$ cat src/rtl/pq_pkg.sv
package pq_pkg;
  typedef enum logic [2:0] {
    ST_IDLE, ST_TO_Q, ST_TO_R, ST_ACC, ST_DENY
  } pq_state_e;
endpackage

$ cat src/rtl/pq_sync.sv
module pq_sync #(
  parameter bit          EN     = 1'b1,
  parameter int unsigned STAGES = 2
) (
  input  logic clk_i,
  input  logic rst_ni,
  input  logic d_i,
  output logic q_o
);
  if (EN) begin : g_sync
    logic [STAGES-1:0] chain_q;
    always_ff @(posedge clk_i or negedge rst_ni) begin
      if (!rst_ni) chain_q <= '0;
      else         chain_q <= {chain_q[STAGES-2:0], d_i};
    end
    assign q_o = chain_q[STAGES-1];
  end else begin : g_bypass
    assign q_o = d_i;
  end
endmodule

$ cat src/rtl/pq_target.sv
module pq_target #(
  parameter int unsigned        NIB_W    = 4,
  parameter logic [15:0]        PWR_MASK = 16'h01F0,
  parameter logic [15:0]        OPM_MASK = 16'h01F0
) (
  input  logic [2*NIB_W-1:0] state_i,
  output logic               run_o
);
  logic [NIB_W-1:0] pwr_idx, opm_idx;
  assign pwr_idx = state_i[NIB_W-1:0];
  assign opm_idx = state_i[2*NIB_W-1:NIB_W];
  assign run_o   = PWR_MASK[pwr_idx] & OPM_MASK[opm_idx];
endmodule

$ cat src/rtl/pq_fsm.sv
module pq_fsm
  import pq_pkg::*;
(
  input  logic clk_i,
  input  logic rst_ni,
  input  logic req_i,
  input  logic goal_run_i,
  input  logic acc_n_i,
  input  logic deny_i,
  output logic dev_req_no,
  output logic accept_o,
  output logic deny_o
);
  pq_state_e st_q;
  logic      run_q, req_nq;

  always_ff @(posedge clk_i or negedge rst_ni) begin
    if (!rst_ni) begin
      st_q   <= ST_IDLE;
      run_q  <= 1'b0;
      req_nq <= 1'b0;
    end else begin
      unique case (st_q)
        ST_IDLE: if (req_i) begin
          if (goal_run_i == run_q) st_q <= ST_ACC;
          else if (goal_run_i) begin
            req_nq <= 1'b1;
            st_q   <= ST_TO_R;
          end else begin
            req_nq <= 1'b0;
            st_q   <= ST_TO_Q;
          end
        end
        ST_TO_Q: begin
          if (!acc_n_i) begin
            run_q <= 1'b0;
            st_q  <= ST_ACC;
          end else if (deny_i) begin
            req_nq <= 1'b1;  // withdraw the quiescence request
            st_q   <= ST_DENY;
          end
        end
        ST_TO_R: if (acc_n_i) begin
          run_q <= 1'b1;
          st_q  <= ST_ACC;
        end
        ST_ACC, ST_DENY: if (!req_i) st_q <= ST_IDLE;
        default: st_q <= ST_IDLE;
      endcase
    end
  end

  assign dev_req_no = req_nq;
  assign accept_o   = (st_q == ST_ACC);
  assign deny_o     = (st_q == ST_DENY);
endmodule

$ cat src/rtl/pq_bridge.sv
module pq_bridge #(
  parameter int unsigned STATE_W  = 8,
  parameter int unsigned ACT_W    = 32,
  parameter logic [15:0] PWR_MASK = 16'h01F0,
  parameter logic [15:0] OPM_MASK = 16'h01F0,
  parameter logic [ACT_W-1:0] ACT_MASK = '1,
  parameter bit          CTL_SYNC = 1'b1,
  parameter bit          DEV_SYNC = 1'b1,
  parameter int unsigned STAGES   = 2
) (
  input  logic               clk_i,
  input  logic               rst_ni,
  input  logic               ctl_req_i,
  input  logic [STATE_W-1:0] ctl_state_i,
  output logic               ctl_accept_o,
  output logic               ctl_deny_o,
  output logic [ACT_W-1:0]   ctl_active_o,
  output logic               dev_req_no,
  input  logic               dev_accept_ni,
  input  logic               dev_deny_i,
  input  logic               dev_active_i
);
  localparam int unsigned NIB_W = STATE_W / 2;

  logic req_s, acc_n_s, deny_s, goal_run;

  pq_sync #(.EN(CTL_SYNC), .STAGES(STAGES)) u_sync_req (
    .clk_i, .rst_ni, .d_i(ctl_req_i), .q_o(req_s));
  pq_sync #(.EN(DEV_SYNC), .STAGES(STAGES)) u_sync_acc (
    .clk_i, .rst_ni, .d_i(dev_accept_ni), .q_o(acc_n_s));
  pq_sync #(.EN(DEV_SYNC), .STAGES(STAGES)) u_sync_deny (
    .clk_i, .rst_ni, .d_i(dev_deny_i), .q_o(deny_s));

  pq_target #(.NIB_W(NIB_W), .PWR_MASK(PWR_MASK), .OPM_MASK(OPM_MASK)) u_target (
    .state_i(ctl_state_i), .run_o(goal_run));

  pq_fsm u_fsm (
    .clk_i, .rst_ni,
    .req_i(req_s), .goal_run_i(goal_run), .acc_n_i(acc_n_s), .deny_i(deny_s),
    .dev_req_no, .accept_o(ctl_accept_o), .deny_o(ctl_deny_o));

  for (genvar i = 0; i < ACT_W; i++) begin : g_act
    if (ACT_MASK[i]) begin : g_on
      assign ctl_active_o[i] = dev_active_i;
    end else begin : g_off
      assign ctl_active_o[i] = 1'b0;
    end
  end
endmodule

$ cat config.mk
export PLATFORM = sky130hd
export DESIGN_NAME = pq_bridge
export DESIGN_NICKNAME = d
export VERILOG_FILES = /design/src/rtl/pq_pkg.sv /design/src/rtl/pq_sync.sv /design/src/rtl/pq_target.sv /design/src/rtl/pq_fsm.sv /design/src/rtl/pq_bridge.sv
export SDC_FILE = /design/constraint.sdc
export NUM_CORES = 1
export LEC_CHECK = 0
export BUFFER_PORTS_ARGS = -buffer_cell sky130_fd_sc_hd__clkbuf_2
export CORE_UTILIZATION = 35
export DETAILED_ROUTE_END_ITERATION = 10
export PLACE_DENSITY_LB_ADDON = 0.08
export SLEW_MARGIN = 20
export SYNTH_ARGS = -nofsm -noshare
export SYNTH_HDL_FRONTEND = slang
export SYNTH_SLANG_ARGS = --single-unit
$ cat constraint.sdc
create_clock -name clk_i -period 1.1 [get_ports clk_i]
set_input_delay 0.165 -clock clk_i [delete_from_list [all_inputs] [get_ports clk_i]]
set_output_delay 0.165 -clock clk_i [all_outputs]
set_load 0.01 [all_outputs]
# Word-level counts from Yosys, hierarchy flattened
# Memory sizes are Yosys's and may differ from the RTL's.
# Cells that the tools add are included.
[totals] register_bits=11 mem_bits_ro=32 inputBits=14 output_inout_bits=35 memories=2
[mem_list] name="(name not given)" words=16 width=1 read_ports=1 rd_clocked_by_memory_dff=0 wr=0 line_no="pq_target.sv:12" text="assign run_o = PWR_MASK[pwr_idx] & OPM_MASK[opm_idx];"
[mem_list] name="(name not given)" words=16 width=1 read_ports=1 rd_clocked_by_memory_dff=0 wr=0 line_no="pq_target.sv:12"
[classes] order_cmp=2 eq_ne=13 muxes=19 bitwise_logic=1 n_reduce_logical=7
[op_table] cell="$mux W3" n=6
[op_table] cell="$ne A2 B2 Y1 const B" n=7
[op_table] cell="$pmux W3 S4" n=1
[op_table] cell="$lt A4 B5 Y1 const B" n=2
[op_table] cell="$mux W1" n=9
[op_table] cell="$eq A3 B2 Y1 const B" n=2
[op_table] cell="$reduce_and A5 Y1" n=1
[op_table] cell="$pmux W1 S2" n=2
[op_table] cell="$reduce_and A4 Y1" n=1
[op_table] cell="$reduce_bool A2 Y1" n=2
[op_table] cell="$eq A3 B1 Y1 const B" n=1
[op_table] cell="$eq A3 B3 Y1 const B" n=1
[op_table] cell="$logic_not A3 Y1" n=1
[op_table] cell="$ne A3 B3 Y1 const B" n=1
[op_table] cell="$reduce_and A3 Y1" n=1
[op_table] cell="$mux W2" n=1
[op_table] cell="$reduce_or A2 Y1" n=1
[op_table] cell="$and A1 B1 Y1" n=1
[op_table] cell="$eq A1 B1 Y1" n=1

# Longest topological paths before layout
# Gate-level depths: netlist of the first run.
[logic_depth] word_depth=7 ltp_mapped=7 mapped_depth_nobuf=7

# Cells and area by module
# From an unflattened synthesis of the first run, not the netlist that was laid out.
[unflattened] hier_cells=79 area_unflattened_um2=787.0
[modules_own_cells] module="pq_fsm" n_inst=1 cells_each=36 area_each_um2=345.3 seq_area_each_um2=125.1
[modules_own_cells] module="pq_bridge" n_inst=1 cells_each=32 area_each_um2=240.2 seq_area_each_um2=0.0
[modules_own_cells] module="pq_sync" n_inst=3 cells_each=2 area_each_um2=50.0 seq_area_each_um2=50.0
[modules_own_cells] module="pq_target" n_inst=1 cells_each=5 area_each_um2=51.3 seq_area_each_um2=0.0

# Worst setup path after synthesis of the first run
# OpenSTA, ideal clock, no wires.
[synth_timing] path_kind="input-to-reg" from="in ctl_state_i[6]" to="reg u_fsm.req_nq (netlist: u_fsm.dev_req_no)" setup_ps=133 arrival_time_ps=1148 path_slack_ps=-181 path_stages=6 path_buffers=0 path_cell_list="nor4b_2 o22ai_1 ha_1 nor3_1 nand2_1 mux2i_1"
[synth_via] elab_chain_len=7 word_cells_on_any_way=10 cone_classes="eq/ne (2); mux (5); bitwise (1); reduce/logical (1); memory (1)"
[synth_lines] item="start, declared" line_no="pq_bridge.sv:14" text="input logic [STATE_W-1:0] ctl_state_i,"
[synth_lines] item="$mem_v2 Z16 W1 (*)"
[synth_lines] item="$mux W1 (not written as such) (*)" line_no="pq_target.sv:12"
[synth_lines] item="$and A1 B1 Y1 (*)" line_no="pq_target.sv:12"
[synth_lines] item="$mux W1" line_no="pq_fsm.sv:26" text="else if (goal_run_i) begin"
[synth_lines] item="$mux W1" line_no="pq_fsm.sv:25" text="if (goal_run_i == run_q) st_q <= ST_ACC;"
[synth_lines] item="$mux W1" line_no="pq_fsm.sv:24" text="ST_IDLE: if (req_i) begin"
[synth_lines] item="$pmux W1 S2" line_no="pq_fsm.sv:23" text="unique case (st_q)"
[synth_lines] item="end signal, assigned" line_no="pq_fsm.sv:21" text="req_nq <= 1'b0;"
[synth_lines] item="end signal, assigned" line_no="pq_fsm.sv:27" text="req_nq <= 1'b1;"
[synth_lines] item="end signal, assigned" line_no="pq_fsm.sv:30" text="req_nq <= 1'b0;"
[synth_lines] item="end, declared" line_no="pq_fsm.sv:15" text="logic run_q, req_nq;"
# Mark *: on every way between the ends. The rest lies on a longest branch, timed or not. The select of a mux whose other input is x is not followed.
# A chain may end at the register's enable or synchronous reset.

# Worst setup path in the final report of the first run
[layout_timing] from="reg u_fsm.st_q[1]" to="out ctl_accept_o"
[layout_via] elab_chain_len=1
[layout_lines] item="start, declared" line_no="pq_fsm.sv:14" text="pq_state_e st_q;"
[layout_lines] item="start signal, assigned" line_no="pq_fsm.sv:19" text="st_q <= ST_IDLE;"
[layout_lines] item="start signal, assigned" line_no="pq_fsm.sv:25"
[layout_lines] item="start signal, assigned" line_no="pq_fsm.sv:28" text="st_q <= ST_TO_R;"
[layout_lines] item="$eq A3 B2 Y1" line_no="pq_fsm.sv:54" text="assign accept_o = (st_q == ST_ACC);"
[layout_lines] item="end, declared" line_no="pq_bridge.sv:15" text="output logic ctl_accept_o,"
# No other way between the ends.

==> results.json, run 1 <==
{
  "grt_pass1_vias": 450,
  "hold_violations": 0,
  "synthArstFlopShare_pct": 100,
  "multiInputGateArea_um2": 305,
  "io_pins": 49,
  "arrival_ps": 1030,
  "die_x_um": 50.1,
  "setup-violations-final": 3,
  "seq_power_share_pct": 36.8,
  "fin_skew_ps": 3.46,
  "synth_most_common_cell": "buf_4",
  "ir_drop_mv": 0.987,
  "clock_sinks": 11,
  "final_util_pct": 37.9,
  "synth_edf_count": 0,
  "clockBufferDepth": 2,
  "wire_per_inst_um": 11.6,
  "fmax_ghz": 0.836,
  "rsz0062_at_grt": "true",
  "internal_power_mw": 1.07,
  "grt_first_pass_wirelength_um": 1970,
  "synth_cells": 80,
  "drive_gt1_share_pct": 53.4,
  "die_h_um": 50.1,
  "n_fill_cell": 230,
  "drt-total-wl_um": 1170,
  "synth_top_area_share_pct": 34.0,
  "area_delta_synth_final_pct": 2.47,
  "gr-usage-all-layers_pct": 11.0,
  "tritoncts": "built",
  "endpoint_kind": "output pin",
  "coreArea_um2": 2190,
  "htree_levels": 1,
  "slew_headroom_pct": 81.2,
  "violations": "negative setup slack",
  "syn_nets": 96,
  "timing.final.crit_period_ps": 1200,
  "ys_seq_area_share_pct": 34.0,
  "synth.distinct_cells": 21,
  "netlist_top_cells_count": "buf_4, dfrtp_1, inv_1, nand2_1, nor3b_1",
  "crit_required_ps": 940,
  "synth_area_leader_cell": "dfrtp_1",
  "num_rows": 17,
  "p_sw_mw": 0.550,
  "worst-slew-pin-transition_ps": 283,
  "drc": 0,
  "nets": 90,
  "clock_latency_ps": 260,
  "grt_overflow": 0,
  "power_frac_comb_pct": 46.6,
  "maxSlewViolCount": 0,
  "ff_latch_area_um2": 279,
  "power_density_nw_per_um2": 1950,
  "syn_area_per_cell_um2": 10.1,
  "io_buffer_count": 15,
  "numCtsBuffers": 3,
  "fin_hold_ws_ps": 304,
  "p_leak_nw": 0.397,
  "setup.worst_path.class": "reg -> out",
  "final_area_um2": 831,
  "die-area_um2": 2510,
  "p_clk_share_pct": 16.6,
  "synth-main-ff-cell": "dfrtp_1",
  "antenna_cells": 0,
  "crit_fanout": 4,
  "yosys_register_bits": 11,
  "dr.pass1.iters": 1,
  "initial_utilization_pct": 37.0,
  "fin_crit_sh_pct": 109,
  "drtIter0Drc": 0,
  "viasPerCell": 4.38,
  "clkTransAtPathRegs_ps": 70,
  "setup_slack_ps": -95.9,
  "cts_root_buffer": "clkbuf_4",
  "status": "complete, but fails checks",
  "yosys-top-cells-area": "dfrtp_1, buf_4, nor3b_1",
  "dpl.hpwl_um": 874,
  "grt_max_degree": 33,
  "ant_nets": 0,
  "startpoint_type": "flip-flop",
  "swShare_pct": 34.0,
  "cap_violations": 0,
  "gp_congestion": 0.674,
  "hold_class": "in -> async",
  "ys_warn_count": 0,
  "grt_antenna_before_repair": 0,
  "syn_area_um2": 811,
  "dpl_cell_area_um2": 689,
  "power_mw": 1.62,
  "vias": 442
}
## worst max-delay path, stage by stage (launching register included)
cell	delay (ps)
dfrtp_2	430
and3b_2	220
buf_6	120
## worst paths after layout
check                                                   from                           end  slack, ps  depth (start not counted)
min in group clk_i                            ctl_state_i[3]              u_fsm.dev_req_no        310                          4
worst min-delay path                                  rst_ni  u_sync_req.g_sync.chain_q[1]        300                          2
worst max register to register                 u_fsm.st_q[2]              u_fsm.dev_req_no        -10                          4
worst max-delay path                           u_fsm.st_q[1]                  ctl_accept_o       -100                          2
max in group asynchronous                             rst_ni                 u_fsm.st_q[2]        560                          2
worst min register to register  u_sync_req.g_sync.chain_q[0]  u_sync_req.g_sync.chain_q[1]        350                          0
## power by group through the flow
| stage | clock network (mW) | registers [mW] | logic, mW |
|---|---|---|---|
| 6_report | 0.269 | 0.596 | 0.754 |
| 5_1_grt | 0.311 | 0.614 | 0.840 |
| 4_1_cts | 0.289 | 0.597 | 0.675 |
| 3_5_place_dp | 0 | 0.671 | 0.481 |
| 3_3_place_gp | 0 | 0.670 | 0.483 |
| 2_1_floorplan | 0 | 0.553 | 0.586 |
## through the flow
stage          setup WS [ps]  TNS [ps]  std cells
3_5_place_dp            -344      -729         90
3_3_place_gp            -315      -693         90
4_1_cts                 -121      -266        101
6_report               -95.9      -186        101
5_1_grt                 -137      -425        101
2_1_floorplan           -148      -194         80
## state kept, by name (all words and copies together), names as in the netlist
register / cells
u_sync_acc.g_sync.chain_q: 2
u_sync_deny.g_sync.chain_q: 2
u_fsm.dev_req_no: 1
u_fsm.st_q: 3
u_sync_req.g_sync.chain_q: 2
u_fsm.run_q: 1
## kinds of logic (layout without fill, tap and decap cells)
kind of cell,Yosys count,after routing,synth area share (%)
buffers and inverters,39,32,35.2
AO/OA/AOI/OAI,10,10,8.49
multiplexers,1,1,1.23
adder cells (fa/ha/maj),2,2,3.09
AND/OR/NAND/NOR,17,17,18.1
flip-flops,11,11,34.0
## cell type report
type,count,area share (%)
clock buffer,4,3.16
timing repair buffer,24,20.5
multi-input combinational,30,36.7
inverter,4,1.81
tap,28,4.22
sequential,11,33.6
## per-layer routing
layer	routed length (µm)	part of all wire (%)	up-vias	global-route usage [%]
met1	509	44	204	12.3
met4	9	0.77	0	4.29
met5	0	0	-	0
li1	-	-	218	-
met3	82	7.0	2	5.76
met2	569	49	18	17.3
## placed cells by master (no fill, tap or decap), types with 3 or more instances in the layout
| master | Yosys | final |
|---|---|---|
| clkbuf_2 | 0 | 13 |
| dfrtp_2 | 0 | 3 |
| o21ai_0 | 3 | 3 |
| inv_1 | 4 | 4 |
| dfrtp_1 | 11 | 8 |
| buf_6 | 2 | 4 |
| nand2_1 | 4 | 3 |
| clkbuf_4 | 0 | 3 |
| dlygate4sd3_1 | 0 | 4 |
## repair_timing
action                     in CTS  in global routing
gates resized for setup         6                 10
setup buffers                   3                  0
setup endpoints to repair       4                  6
pin swaps                       1                  4
hold buffers                    4                  0
hold endpoints to repair       14                  0
cloned                          0                  0
Power figures use the tool's default switching activity.
==> run 2: changes to the inputs <==
--- a/config.mk
+++ b/config.mk
@@ -8,7 +8,8 @@
 export BUFFER_PORTS_ARGS = -buffer_cell sky130_fd_sc_hd__clkbuf_2
 export CORE_UTILIZATION = 35
 export DETAILED_ROUTE_END_ITERATION = 10
-export PLACE_DENSITY_LB_ADDON = 0.08
+export MAX_ROUTING_LAYER = met4
+export PLACE_DENSITY_LB_ADDON = 0.25
 export SLEW_MARGIN = 20
 export SYNTH_ARGS = -nofsm -noshare
 export SYNTH_HDL_FRONTEND = slang
==> run 2 against run 1 <==
  * The run still ends with negative setup slack left
  * Sequential cell count unchanged
  * Clock-buffer cell count unchanged
  * Clock skew increased by 8.2 ps
  * Power decreased by 6.8%
  * Die area unchanged
==> results.json, run 2 (synthesized netlist as in run 1, its figures left out) <==
{
  "gp_congestion": 0.722,
  "clkTransAtPathRegs_ps": 80,
  "wl_met2_um": 560,
  "top_layer_used": "met3",
  "io_pins": 49,
  "grt_antenna_before_repair": 0,
  "wire_per_inst_um": 10.9,
  "final_area_um2": 805,
  "viasPerCell": 4.46,
  "grt_max_degree": 33,
  "final_common_cell": "clkbuf_2",
  "tritoncts": "built",
  "coreArea_um2": 2190,
  "setup-violations-final": 3,
  "num_rows": 17,
  "die_x_um": 50.1,
  "dpl_cell_area_um2": 682,
  "violations": "negative setup slack",
  "dr.pass1.iters": 3,
  "crit_fanout": 4,
  "io_buffer_count": 15,
  "status": "complete, but fails checks",
  "top_register": "u_fsm.st_q",
  "area_delta_synth_final_pct": -0.772,
  "p_leak_nw": 0.387,
  "grt_pass1_vias": 429,
  "clock_sinks": 11,
  "arrival_ps": 1020,
  "fin_skew_ps": 11.7,
  "setup.worst_path.class": "reg -> out",
  "power_mw": 1.51,
  "drive_gt1_share_pct": 51.4,
  "grt_overflow": 0,
  "wl_met3_um": 81,
  "drtIter0Drc": 1,
  "nets": 89,
  "startpoint_type": "flip-flop",
  "initial_utilization_pct": 37.0,
  "largest_reg_flops": 3,
  "drt-met1-wl_um": 446,
  "timing.final.crit_period_ps": 1190,
  "die_h_um": 50.1,
  "clockBufferDepth": 2,
  "ir_drop_mv": 0.752,
  "fmax_ghz": 0.841,
  "htree_levels": 1,
  "numCtsBuffers": 3,
  "worst-slew-pin-transition_ps": 274,
  "rsz0062_at_grt": "true",
  "vias": 446,
  "setup_slack_ps": -89.5,
  "crit_required_ps": 940,
  "cap_violations": 0,
  "drt-total-wl_um": 1090,
  "power_density_nw_per_um2": 1880,
  "ant_nets": 0,
  "antenna_cells": 0,
  "grt_first_pass_wirelength_um": 1870,
  "maxSlewViolCount": 0,
  "gr-usage-all-layers_pct": 10.2,
  "endpoint_kind": "output pin",
  "layout_common_cells": "clkbuf_2, dfrtp_1",
  "slew_headroom_pct": 81.7,
  "die-area_um2": 2510,
  "drc": 0,
  "clock_latency_ps": 270,
  "hold_class": "in -> async",
  "hold_violations": 0,
  "fin_crit_sh_pct": 108,
  "cts_root_buffer": "clkbuf_4",
  "final_util_pct": 36.7,
  "dpl.hpwl_um": 757
}
[run 2: stage by stage]
| step | setup TNS, ps | worst slack [ps] | hold WS, ps | instances |
|---|---|---|---|---|
| 2_1_floorplan | -194 | -148 | -131 | 80 |
| 3_3_place_gp | -641 | -301 | 63.4 | 89 |
| 3_5_place_dp | -703 | -326 | 62.4 | 89 |
| 4_1_cts | -238 | -108 | 0.252 | 99 |
| 5_1_grt | -461 | -138 | 312 | 100 |
| 6_report | -200 | -89.5 | 298 | 100 |
[run 2: path summary, 6_finish.rpt]
| kind | from | endpoint | slack, ps | cells past startpoint |
|---|---|---|---|---|
| worst max-delay path | u_fsm.st_q[1] | ctl_accept_o | -90 | 2 |
| worst min-delay path | rst_ni | u_fsm.run_q | 300 | 2 |
| worst max register to register | u_fsm.st_q[2] | u_fsm.dev_req_no | -50 | 4 |
| worst min register to register | u_sync_req.g_sync.chain_q[0] | u_sync_req.g_sync.chain_q[1] | 340 | 0 |
| max in group asynchronous | rst_ni | u_fsm.st_q[2] | 570 | 2 |
| min in group clk_i | dev_active_i | ctl_active_o[17] | 330 | 0 |
[run 2: critical path, cell delays in order (launching register included)]
cell,delay (ps)
dfrtp_2,430
and3b_2,210
buf_6,110
[run 2: area by class of cell]
type / instances / area, µm²
multi-input cells: 30 / 298
flip-flops and latches: 11 / 279
fillers: 239 / 1390
well taps: 28 / 35.0
repair buffers: 23 / 151
inverters: 4 / 15.0
clock buffers: 4 / 26.3
[run 2: timing repair]
item | CTS | global route
hold buffers | 3 | 1
pin swaps | 2 | 1
buffers inserted | 3 | 0
gates resized for setup | 5 | 6
setup endpoints to repair | 5 | 7
endpoints found under the hold margin | 13 | 1
[run 2: per-layer routing]
layer / vias to the layer above / GRT usage, %
li1: 214 / -
met5: - / -
met3: 0 / 5.76
met2: 20 / 16.7
met4: 0 / 1.43
met1: 212 / 10.9
[run 2: report_power, final]
group / internal (mW) / switching [mW]
registers: 0.508 / 0.0752
clock network: 0.140 / 0.134
logic: 0.339 / 0.312
==> run 3: changes to the inputs <==
--- a/config.mk
+++ b/config.mk
@@ -10,6 +10,7 @@
 export DETAILED_ROUTE_END_ITERATION = 10
 export MAX_ROUTING_LAYER = met4
 export PLACE_DENSITY_LB_ADDON = 0.25
+export SKIP_LAST_GASP = 1
 export SLEW_MARGIN = 20
 export SYNTH_ARGS = -nofsm -noshare
 export SYNTH_HDL_FRONTEND = slang
==> constraint.sdc (replaced) <==
create_clock -name clk_i -period 1.3 [get_ports clk_i]
set_input_delay 0.195 -clock clk_i [delete_from_list [all_inputs] [get_ports clk_i]]
set_output_delay 0.195 -clock clk_i [all_outputs]
set_load 0.01 [all_outputs]
==> run 3 against run 2 <==
  * The flow now finishes without violations
  * Via count shrank 3.8%
  * Clock-buffer cell count decreased by 1
  * Setup slack improved by 150 ps
  * Clock power decreased by 14%
  * Critical path depth did not move
  * Utilization is 3.2 points lower
  * Critical path type unchanged
  * Critical endpoint unchanged
  * Largest cell class is now sequential cells
  * Highest routed layer unchanged
==> results.json, run 3 (synthesized netlist as in run 1, its figures left out) <==
{
  "status": "completed",
  "crit_chain": "and3b_2, clkbuf_2",
  "timing.final.crit_period_ps": 1240,
  "die_x_um": 50.1,
  "top_register": "u_fsm.st_q",
  "viasPerCell": 4.38,
  "crit_fanout": 3,
  "clock_sinks": 11,
  "num_rows": 17,
  "nets": 87,
  "arrival_ps": 1040,
  "die_h_um": 50.1,
  "fin_crit_sh_pct": 95.2,
  "io_buffer_count": 15,
  "drc": 0,
  "clkTransAtPathRegs_ps": 70,
  "grt_first_pass_wirelength_um": 1800,
  "cap_violations": 0,
  "ir_drop_mv": 0.778,
  "top_layer_used": "met3",
  "dpl.hpwl_um": 721,
  "final_util_pct": 33.5,
  "vias": 429,
  "clock_latency_ps": 270,
  "die-area_um2": 2510,
  "antenna_cells": 0,
  "n_fill_cell": 232,
  "slew_headroom_pct": 82.5,
  "grt_pass1_vias": 423,
  "fmax_ghz": 0.808,
  "io_pins": 49,
  "tritoncts": "built",
  "fin_skew_ps": 2.51,
  "ff_latch_area_um2": 279,
  "htree_levels": 1,
  "drive_gt1_share_pct": 48.6,
  "power_mw": 1.23,
  "cts_root_buffer": "clkbuf_4",
  "startpoint_type": "flip-flop",
  "wl_met3_um": 99,
  "multiInputGateArea_um2": 255,
  "dr.pass1.iters": 2,
  "area_delta_synth_final_pct": -9.41,
  "p_leak_nw": 0.353,
  "crit_required_ps": 1110,
  "gr-usage-all-layers_pct": 10.2,
  "drtIter0Drc": 6,
  "grt_max_degree": 33,
  "coreArea_um2": 2190,
  "final_common_cell": "clkbuf_2",
  "clockBufferDepth": 2,
  "worst-slew-pin-transition_ps": 263,
  "drt-met1-wl_um": 443,
  "hold_violations": 0,
  "ant_nets": 0,
  "largest_reg_flops": 3,
  "grt_antenna_before_repair": 0,
  "grt_overflow": 0,
  "numCtsBuffers": 3,
  "rsz0062_at_grt": "false",
  "dpl_cell_area_um2": 658,
  "setup-violations-final": 0,
  "power_density_nw_per_um2": 1680,
  "final_area_um2": 734,
  "maxSlewViolCount": 0,
  "hold_class": "in -> reg",
  "critical-path-max-stage-delay_ps": 420,
  "endpoint_kind": "output pin",
  "drt-total-wl_um": 1040,
  "wl_met2_um": 498,
  "initial_utilization_pct": 37.0,
  "layout_common_cells": "clkbuf_2, dfrtp_1, buf_4, inv_1, nand2_1",
  "slowest_stage": "dfrtp_2",
  "setup.worst_path.class": "reg -> out",
  "wire_per_inst_um": 10.6,
  "gp_congestion": 0.736
}
[run 3: worst paths after layout]
| kind | from | endpoint | slack, ps | depth (start not counted) |
|---|---|---|---|---|
| worst max-delay path | u_fsm.st_q[2] | ctl_accept_o | 60 | 2 |
| worst min-delay path | ctl_req_i | u_sync_req.g_sync.chain_q[0] | 30 | 1 |
| worst max register to register | u_fsm.st_q[2] | u_fsm.dev_req_no | 170 | 4 |
| worst min register to register | u_sync_acc.g_sync.chain_q[0] | u_sync_acc.g_sync.chain_q[1] | 350 | 0 |
| max in group asynchronous | rst_ni | u_fsm.st_q[1] | 750 | 2 |
| min in group asynchronous | rst_ni | u_fsm.st_q[2] | 330 | 2 |
[run 3: critical path: cells and delay by family, from the launching register on]
family | cells | cell delay [ps]
buf+inv | 1 | 120
flops | 1 | 420
simple gates | 1 | 230
[run 3: metal layers]
layer,GRT usage (%),vias up
met1,11.7,201
met5,-,-
met2,14.7,14
li1,-,214
met3,6.36,0
met4,2.86,0
[run 3: repair_timing]
item,in CTS,in global routing
gates cloned,0,0
hold buffers,1,0
gates resized for setup,3,1
buffers inserted,4,0
endpoints found under the hold margin,11,0
setup endpoints to repair,2,1
[run 3: power by group]
group / total, mW / switching, mW / internal, mW
logic: 0.506 / 0.243 / 0.263
clock network: 0.235 / 0.121 / 0.114
registers: 0.493 / 0.0633 / 0.430
[run 3: per-stage QoR]
stage,TNS [ps],worst slack (ps),cells,hold WS (ps)
after global placement,-259,-140,89,80.1
after floorplan,0,12.0,80,-101
final,0,62.8,98,25.8
after global routing,0,20.1,98,2.08
after CTS,0,32.2,98,16.5
after detailed placement,-260,-141,89,82.0
[run 3: final cells by class]
cell class	count	share of cell area (%)
Multi-Input combinational cell	30	34.8
Clock buffer	3	3.07
Inverter	4	2.04
Tap cell	28	4.77
Sequential cell	11	38.0
Clock inverter	1	0.681
Timing Repair Buffer	21	16.7
